===== src/rtl/nib62_pkg.sv =====
package nib62_pkg;

  typedef enum logic [2:0] {
    PH_IDLE, PH_SYNC, PH_PRO, PH_GRP, PH_DATA, PH_CSUM, PH_TAIL
  } phase_e;

  localparam int unsigned SECT_BYTES = 256;
  localparam int unsigned GRP_CNT    = (SECT_BYTES + 2) / 3;
  localparam int unsigned GRP_FULL   = SECT_BYTES - 2 * GRP_CNT;
  localparam int unsigned PRO_CNT    = 3;
  localparam int unsigned TAIL_CNT   = 4;
  localparam logic [7:0]  SYNC_NIB   = 8'hFF;

  function automatic logic [7:0] pro_nib(input logic [1:0] i);
    case (i)
      2'd0:    return 8'hD5;
      2'd1:    return 8'hAA;
      default: return 8'hAD;
    endcase
  endfunction

  function automatic logic [7:0] tail_nib(input logic [1:0] i);
    case (i)
      2'd0:    return 8'hDE;
      2'd1:    return 8'hAA;
      2'd2:    return 8'hEB;
      default: return 8'hFF;
    endcase
  endfunction

  // valid disk byte: msb set, <=1 adjacent zero pair, >=1 adjacent one pair below msb
  function automatic logic is_disk_byte(input logic [7:0] b);
    int  zp;
    logic op;
    zp = 0;
    op = 1'b0;
    for (int i = 0; i < 7; i++) if (!b[i] && !b[i+1]) zp++;
    for (int i = 0; i < 6; i++) if (b[i] && b[i+1]) op = 1'b1;
    return b[7] && (zp <= 1) && op;
  endfunction

  function automatic logic [511:0] build_xlat();
    logic [511:0] t;
    int n;
    t = '0;
    n = 0;
    for (int b = 128; b < 256; b++) begin
      if (is_disk_byte(8'(b)) && n < 64) begin
        t[n*8 +: 8] = 8'(b);
        n++;
      end
    end
    return t;
  endfunction

  localparam logic [511:0] XLAT_TAB = build_xlat();

  function automatic logic [7:0] xlat(input logic [5:0] v);
    return XLAT_TAB[{v, 3'b000} +: 8];
  endfunction

  function automatic logic [1:0] swap2(input logic [1:0] b);
    return {b[0], b[1]};
  endfunction

endpackage


===== src/rtl/nib62_cadence.sv =====
module nib62_cadence #(
  parameter int unsigned PER   = 32,
  parameter int unsigned SUB_W = 5
) (
  input  logic             clk_i,
  input  logic             rst_ni,
  input  logic             run_i,
  output logic [SUB_W-1:0] sub_o,
  output logic             tick_o
);

  localparam logic [SUB_W-1:0] LAST = SUB_W'(PER - 1);

  logic [SUB_W-1:0] cyc_q;

  always_ff @(posedge clk_i or negedge rst_ni) begin
    if (!rst_ni)             cyc_q <= '0;
    else if (!run_i)         cyc_q <= '0;
    else if (cyc_q == LAST)  cyc_q <= '0;
    else                     cyc_q <= cyc_q + 1'b1;
  end

  assign sub_o  = cyc_q;
  assign tick_o = run_i && (cyc_q == LAST);

endmodule


===== src/rtl/nib62_seq.sv =====
module nib62_seq
  import nib62_pkg::*;
#(
  parameter int unsigned SYNC_CNT = 5
) (
  input  logic       clk_i,
  input  logic       rst_ni,
  input  logic       start_i,
  input  logic       wprot_i,
  input  logic       tick_i,
  output phase_e     phase_o,
  output logic [7:0] idx_o,
  output logic       done_o,
  output logic       err_o
);

  phase_e     phase_q;
  logic [7:0] idx_q;
  logic [7:0] last_idx;
  phase_e     next_phase;

  always_comb begin
    last_idx   = 8'd0;
    next_phase = PH_IDLE;
    unique case (phase_q)
      PH_SYNC: begin last_idx = 8'(SYNC_CNT - 1);   next_phase = PH_PRO;  end
      PH_PRO:  begin last_idx = 8'(PRO_CNT - 1);    next_phase = PH_GRP;  end
      PH_GRP:  begin last_idx = 8'(GRP_CNT - 1);    next_phase = PH_DATA; end
      PH_DATA: begin last_idx = 8'(SECT_BYTES - 1); next_phase = PH_CSUM; end
      PH_CSUM: begin last_idx = 8'd0;               next_phase = PH_TAIL; end
      PH_TAIL: begin last_idx = 8'(TAIL_CNT - 1);   next_phase = PH_IDLE; end
      default: begin last_idx = 8'd0;               next_phase = PH_IDLE; end
    endcase
  end

  always_ff @(posedge clk_i or negedge rst_ni) begin
    if (!rst_ni) begin
      phase_q <= PH_IDLE;
      idx_q   <= '0;
      done_o  <= 1'b0;
      err_o   <= 1'b0;
    end else begin
      done_o <= 1'b0;
      err_o  <= 1'b0;
      if (phase_q == PH_IDLE) begin
        if (start_i) begin
          if (wprot_i) begin
            done_o <= 1'b1;
            err_o  <= 1'b1;
          end else begin
            phase_q <= PH_SYNC;
            idx_q   <= '0;
          end
        end
      end else if (tick_i) begin
        if (idx_q == last_idx) begin
          idx_q   <= '0;
          phase_q <= next_phase;
          if (phase_q == PH_TAIL) done_o <= 1'b1;
        end else begin
          idx_q <= idx_q + 1'b1;
        end
      end
    end
  end

  assign phase_o = phase_q;
  assign idx_o   = idx_q;

endmodule


===== src/rtl/nib62_fetch.sv =====
module nib62_fetch
  import nib62_pkg::*;
#(
  parameter int unsigned SUB_W = 5
) (
  input  logic             clk_i,
  input  logic             rst_ni,
  input  phase_e           phase_i,
  input  logic [7:0]       idx_i,
  input  logic [SUB_W-1:0] sub_i,
  input  logic [7:0]       rd_data_i,
  output logic [7:0]       rd_addr_o,
  output logic [5:0]       cur_o
);

  localparam logic [7:0] OFS_MID = 8'(GRP_CNT);
  localparam logic [7:0] OFS_TOP = 8'(2 * GRP_CNT);
  localparam logic [7:0] TOP_LIM = 8'(GRP_FULL);

  logic [7:0] b0_q;
  logic [1:0] b1_q, b2_q;
  logic       in_grp, in_data;

  assign in_grp  = (phase_i == PH_GRP);
  assign in_data = (phase_i == PH_DATA);

  always_comb begin
    rd_addr_o = 8'd0;
    if (in_grp) begin
      if (sub_i == SUB_W'(0))      rd_addr_o = idx_i;
      else if (sub_i == SUB_W'(1)) rd_addr_o = idx_i + OFS_MID;
      else                         rd_addr_o = idx_i + OFS_TOP;
    end else if (in_data) begin
      rd_addr_o = idx_i;
    end
  end

  always_ff @(posedge clk_i or negedge rst_ni) begin
    if (!rst_ni) begin
      b0_q <= '0;
      b1_q <= '0;
      b2_q <= '0;
    end else begin
      if ((in_grp || in_data) && sub_i == SUB_W'(0)) b0_q <= rd_data_i;
      if (in_grp && sub_i == SUB_W'(1))              b1_q <= rd_data_i[1:0];
      if (in_grp && sub_i == SUB_W'(2))              b2_q <= (idx_i < TOP_LIM) ? rd_data_i[1:0] : 2'b00;
    end
  end

  always_comb begin
    if (in_grp)       cur_o = {swap2(b2_q), swap2(b1_q), swap2(b0_q[1:0])};
    else if (in_data) cur_o = b0_q[7:2];
    else              cur_o = 6'd0;
  end

endmodule


===== src/rtl/nib62_encoder.sv =====
module nib62_encoder
  import nib62_pkg::*;
#(
  parameter int unsigned CLK_KHZ  = 1000,
  parameter int unsigned NIB_US   = 32,
  parameter int unsigned SYNC_CNT = 5
) (
  input  logic       clk_i,
  input  logic       rst_ni,
  input  logic       start_i,
  input  logic       wprot_i,
  output logic [7:0] rd_addr_o,
  input  logic [7:0] rd_data_i,
  output logic [7:0] nib_o,
  output logic       nib_stb_o,
  output logic       busy_o,
  output logic       done_o,
  output logic       err_o
);

  localparam int unsigned PER   = CLK_KHZ * NIB_US / 1000;
  localparam int unsigned SUB_W = (PER > 1) ? $clog2(PER) : 1;

  initial begin
    if (PER < 4) $error("nib62_encoder: PER must be at least 4");
  end

  phase_e           phase;
  logic [7:0]       idx;
  logic [SUB_W-1:0] sub;
  logic             tick;
  logic [5:0]       cur6;
  logic [5:0]       prev_q;
  logic [7:0]       nib_q;
  logic             stb_q;

  assign busy_o = (phase != PH_IDLE);

  nib62_cadence #(.PER(PER), .SUB_W(SUB_W)) u_cad (
    .clk_i (clk_i),
    .rst_ni(rst_ni),
    .run_i (busy_o),
    .sub_o (sub),
    .tick_o(tick)
  );

  nib62_seq #(.SYNC_CNT(SYNC_CNT)) u_seq (
    .clk_i  (clk_i),
    .rst_ni (rst_ni),
    .start_i(start_i),
    .wprot_i(wprot_i),
    .tick_i (tick),
    .phase_o(phase),
    .idx_o  (idx),
    .done_o (done_o),
    .err_o  (err_o)
  );

  nib62_fetch #(.SUB_W(SUB_W)) u_fetch (
    .clk_i    (clk_i),
    .rst_ni   (rst_ni),
    .phase_i  (phase),
    .idx_i    (idx),
    .sub_i    (sub),
    .rd_data_i(rd_data_i),
    .rd_addr_o(rd_addr_o),
    .cur_o    (cur6)
  );

  always_ff @(posedge clk_i or negedge rst_ni) begin
    if (!rst_ni) begin
      prev_q <= '0;
      nib_q  <= '0;
      stb_q  <= 1'b0;
    end else begin
      stb_q <= 1'b0;
      if (phase == PH_IDLE) begin
        prev_q <= '0;
      end else if (tick) begin
        stb_q <= 1'b1;
        unique case (phase)
          PH_SYNC: nib_q <= SYNC_NIB;
          PH_PRO:  nib_q <= pro_nib(idx[1:0]);
          PH_GRP, PH_DATA: begin
            nib_q  <= xlat(cur6 ^ prev_q);
            prev_q <= cur6;
          end
          PH_CSUM: nib_q <= xlat(prev_q);
          PH_TAIL: nib_q <= tail_nib(idx[1:0]);
          default: nib_q <= nib_q;
        endcase
      end
    end
  end

  assign nib_o     = nib_q;
  assign nib_stb_o = stb_q;

endmodule


===== config.mk =====
export PLATFORM = sky130hd
export DESIGN_NAME = nib62_encoder
export DESIGN_NICKNAME = d
export VERILOG_FILES = /design/src/rtl/nib62_pkg.sv /design/src/rtl/nib62_cadence.sv /design/src/rtl/nib62_seq.sv /design/src/rtl/nib62_fetch.sv /design/src/rtl/nib62_encoder.sv
export SDC_FILE = /design/constraint.sdc
export NUM_CORES = 1
export LEC_CHECK = 0
export BUFFER_PORTS_ARGS = -buffer_cell sky130_fd_sc_hd__buf_2
export CAP_MARGIN = 20
export CORE_MARGIN = 3
export CORE_UTILIZATION = 30
export CTS_CLUSTER_SIZE = 28
export DETAILED_ROUTE_END_ITERATION = 16
export PLACE_DENSITY = 0.52
export SYNTH_ARGS = -nofsm -noshare
export SYNTH_HDL_FRONTEND = slang
export SYNTH_SLANG_ARGS = --single-unit
export TNS_END_PERCENT = 1

===== constraint.sdc =====
create_clock -name clk_i -period 4.6 [get_ports clk_i]
set_input_delay 0.92 -clock clk_i [delete_from_list [all_inputs] [get_ports clk_i]]
set_output_delay 0.92 -clock clk_i [all_outputs]
set_load 0.01 [all_outputs]

==> impl_metrics.py <==
metrics = {
    "global_routing": {
        "number_of_global_route_vias_before_repair": 3183,
        "grt_busiest_layer": "met2",
        "grt_first_pass_wirelength_mm": 16.7,
        "overall_routing_resource_usage_pct": 14.3,
        "globalRoute.totalOverflow": 0,
        "use_met3_pct": 1.96,
        "pin_count_of_the_biggest_net_entering_global_routing": 32,
        "global_route.usage.met1_pct": 20.1,
        "grt_antenna_before_repair": 0,
        "global_route.usage.met2_pct": 23.7,
    },
    "synthesis": {
        "synth_top_cell_area_share_pct": 29.6,
        "syn_area_per_cell_um2": 9.06,
        "synth-async-reset-ratio_pct": 100,
        "ranking_of_synthesized_cells_by_instance_count": "sky130_fd_sc_hd__dfrtp_1 (45), sky130_fd_sc_hd__o21ai_0 (31), sky130_fd_sc_hd__nand2_1 (30)",
        "syn_nets": 457,
        "ys.flop_type": "sky130_fd_sc_hd__dfrtp_1",
        "synth-edff-count": 0,
        "leading_cell_type_by_number_of_instances_after_synthesis": "sky130_fd_sc_hd__dfrtp_1",
        "synth-warning-count": 0,
        "syn-cell-area_um2": 3810,
        "post_synth_main_area_contributors": "sky130_fd_sc_hd__dfrtp_1 (30%), sky130_fd_sc_hd__ha_1 (8.2%), sky130_fd_sc_hd__o21ai_0 (4.1%), sky130_fd_sc_hd__mux2_2 (3.6%), sky130_fd_sc_hd__nand2_1 (3.0%)",
        "synth_area_leader_cell": "sky130_fd_sc_hd__dfrtp_1",
        "synth.ff_latch_count": 45,
        "synth.yosys.seq_area_share_pct": 29.6,
        "ys_types": 86,
        "post_synth_inst_count": 420,
    },
    "worst_setup_path": {
        "worstRegToRegCells": 12,
        "worst_r2r_startpoint": "u_seq.phase_o[1]",
        "timing.critical_path.required_ps": 3680,
        "timing.critical_path.slowest_cell_delay_ps": 990,
        "critical_path_peak_fanout": 31,
        "setup_slack_of_the_worst_register_to_register_path_ps": 1300,
        "worstSetupStartpointType": "flop",
        "critical_path.endpoint_type": "output pin",
        "timing_worst_setup_path_type": "reg -> out",
        "endpoint_arrival_time_on_the_critical_path_ps": 2500,
        "regToRegEndpoint": "nib_o[4]",
        "crit_chain": "nand3b_1, a31oi_1, o21ai_0, o21ai_0, buf_2",
        "crit_top_cell": "sky130_fd_sc_hd__o21ai_0",
        "critPathSlowestCell": "sky130_fd_sc_hd__dfrtp_1",
    },
    "clock_network": {
        "clockRootBuffer": "sky130_fd_sc_hd__clkbuf_16",
        "clk_pin_slew_worst_paths_ps": 70,
        "clock-sinks": 45,
        "htree_num_levels": 2,
        "worstSkewPairLatency_ps": 290,
        "cts_post_setup_buffers_inserted": 0,
        "cts_hold_buf": 0,
        "cts_buffers": 5,
        "postCtsResizedCells": 0,
        "cts_buffer_depth": 2,
        "cts_tree": "done",
    },
    "status": {
        "status": "complete, no violations",
    },
    "drt": {
        "detail_route.wirelength_mm": 10.1,
        "drt-initial-drc-count": 332,
        "vias": 3236,
        "detail_route.vias_per_cell": 5.38,
        "post_dr_wirelength_cell_um": 16.8,
        "drc_violation_count_after_routing": 0,
        "drt_first_pass_iters": 5,
        "postRouteAntennaNets": 0,
    },
    "placed_design": {
        "dpl.cell_count": 595,
        "dpl.hpwl_mm": 7.37,
        "numPortBuffers": 31,
        "gp_congestion": 0.880,
    },
    "power": {
        "netSwitchingPower_mw": 0.252,
        "peakVddDrop_v": 0.000111,
        "pwr-share-seq_pct": 43.0,
        "power_leakage_nw": 1.69,
        "p_int_mw": 0.716,
        "netSwitchingFraction_pct": 26.1,
        "power.combinational.fraction_pct": 14.7,
        "pwr_density_cell_nw_per_um2": 232,
        "clkPwrFrac_pct": 42.3,
    },
    "finish": {
        "finish.cell_count_without_fillers": 602,
        "area_growth_syn_to_layout_pct": 9.86,
        "nFillCells": 1309,
        "nNetsFinal": 471,
        "final_layout_size_suffix_gt1_share_pct": 19.1,
        "insertedDiodeCount": 0,
    },
    "sta": {
        "tightest_slew_ps": 979,
        "max_freq_mhz": 293,
        "period_needed_ps": 3420,
        "unrepaired_setup_endpoints_after_global_routing": "no",
        "maxSlewHeadroom_pct": 34.8,
        "finalCritPeriodShare_pct": 74.3,
        "drv_slew": 0,
        "fin_setup_tns_ps": 0,
        "finalSetupViolations": 0,
        "final_skew_ps": 9.33,
        "finalHoldViolCount": 0,
    },
    "floorplan": {
        "fp.coreArea_um2": 12200,
        "die_w_um": 119,
        "die-height_um": 119,
        "start_util_pct": 31.2,
        "boundaryPins": 32,
        "std_cell_rows": 40,
        "die_footprint_um2": 14100,
    },
    "min_path": {
        "worstHoldPathType": "reg -> reg",
        "whs_path_depth": 1,
        "hold-path-endpoint": "nib_o[7]",
        "hold_path.startpoint": "nib_o[7]",
    },
    "job": {
        "max_cap_viol_count": 0,
    },
}
-- flip-flops by register name, summed over array words and instances, names as in the netlist --
register       flops
u_seq.err_o        1
u_seq.phase_o      3
u_fetch.b1_q       2
u_seq.idx_o        8
prev_q             6
nib_o              8
u_fetch.b2_q       2
u_cad.sub_o        5
u_seq.done_o       1
nib_stb_o          1
u_fetch.b0_q       8
-- power groups by stage --
stage	combinational, mW	sequential [mW]	clock (mW)
after floorplan	0.103	0.424	0
after global placement	0.140	0.424	0
after detailed placement	0.141	0.424	0
after CTS	0.142	0.417	0.424
after global routing	0.158	0.418	0.437
final	0.142	0.417	0.409
-- worst max-delay path, delay by kind of cell, from the launching register on --
family	cells	cell delay (ps)
compound gates	3	470
buf+inv	1	160
simple gates	1	570
flops	1	990
-- logic make-up (layout without fill, tap and decap cells) --
| logic type | count (synthesis) | after routing | synth area share, % |
|---|---|---|---|
| adder cells (fa/ha/maj) | 25 | 25 | 8.22 |
| multiplexers | 13 | 13 | 3.81 |
| flip-flops | 45 | 45 | 29.6 |
| XOR/XNOR | 14 | 14 | 3.42 |
| AO/OA/AOI/OAI | 128 | 128 | 23.9 |
| AND/OR/NAND/NOR | 150 | 150 | 24.5 |
| buffers and inverters | 45 | 59 | 6.54 |
-- metrics by stage --
step | setup slack, ps | util [%] | hold WS [ps] | cell area, um2 | total power [mW]
after CTS | 1160 | 34.2 | 478 | 4180 | 0.983
final | 1180 | 34.2 | 472 | 4180 | 0.968
after detailed placement | 1320 | 32.9 | 459 | 4020 | 0.566
after global routing | 853 | 34.2 | 501 | 4180 | 1.01
after global placement | 1370 | 32.8 | 456 | 4000 | 0.564
after floorplan | 1870 | - | 449 | 3810 | 0.527
-- cell usage in the layout, fill, tap and decap left out, types with 5 or more instances in the layout --
| cell type | instances |
|---|---|
| sky130_fd_sc_hd__clkbuf_16 | 5 |
| sky130_fd_sc_hd__a21oi_1 | 19 |
| sky130_fd_sc_hd__xor2_1 | 6 |
| sky130_fd_sc_hd__xnor2_1 | 7 |
| sky130_fd_sc_hd__ha_1 | 25 |
| sky130_fd_sc_hd__and3_1 | 7 |
| sky130_fd_sc_hd__inv_1 | 16 |
| sky130_fd_sc_hd__nor2_1 | 26 |
| sky130_fd_sc_hd__o31ai_1 | 5 |
| sky130_fd_sc_hd__or3_1 | 5 |
| sky130_fd_sc_hd__o21ai_0 | 31 |
| sky130_fd_sc_hd__nand2_1 | 30 |
| sky130_fd_sc_hd__o311ai_0 | 5 |
| sky130_fd_sc_hd__a31oi_1 | 7 |
| sky130_fd_sc_hd__nor2b_1 | 5 |
| sky130_fd_sc_hd__nand3_1 | 14 |
| sky130_fd_sc_hd__mux2_2 | 12 |
| sky130_fd_sc_hd__nand2b_1 | 5 |
| sky130_fd_sc_hd__nor3_1 | 11 |
| sky130_fd_sc_hd__dfrtp_1 | 45 |
| sky130_fd_sc_hd__nand4_1 | 5 |
| sky130_fd_sc_hd__a22o_1 | 5 |
| sky130_fd_sc_hd__buf_2 | 31 |
-- worst max path at each step --
stage,end,slack (ps),startpoint
final,rd_addr_o[7],1180,u_seq.phase_o[1]
after global routing,rd_addr_o[7],850,u_seq.phase_o[1]
after CTS,rd_addr_o[0],1160,u_seq.phase_o[1]
after detailed placement,nib_o[4],1320,u_seq.phase_o[1]
after global placement,nib_o[4],1370,u_seq.phase_o[1]
after floorplan,rd_addr_o[4],1870,u_seq.idx_o[2]
-- metal layers --
| layer | wire (um) | vias to the layer above |
|---|---|---|
| met3 | 301 | 5 |
| met4 | 65 | 0 |
| met2 | 4840 | 66 |
| met5 | 0 | - |
| met1 | 4880 | 1578 |
| li1 | - | 1587 |
-- area by class of cell --
cell class,instances,area [um2],area share (%)
clock buffer,5,125,2.99
clock inverter,2,35.0,0.838
inverter,19,71.3,1.71
multi-input combinational,330,2430,58.1
sequential,45,1130,26.9
tap,168,210,5.03
timing repair buffer,33,183,4.37
Power figures use the tool's default switching activity.
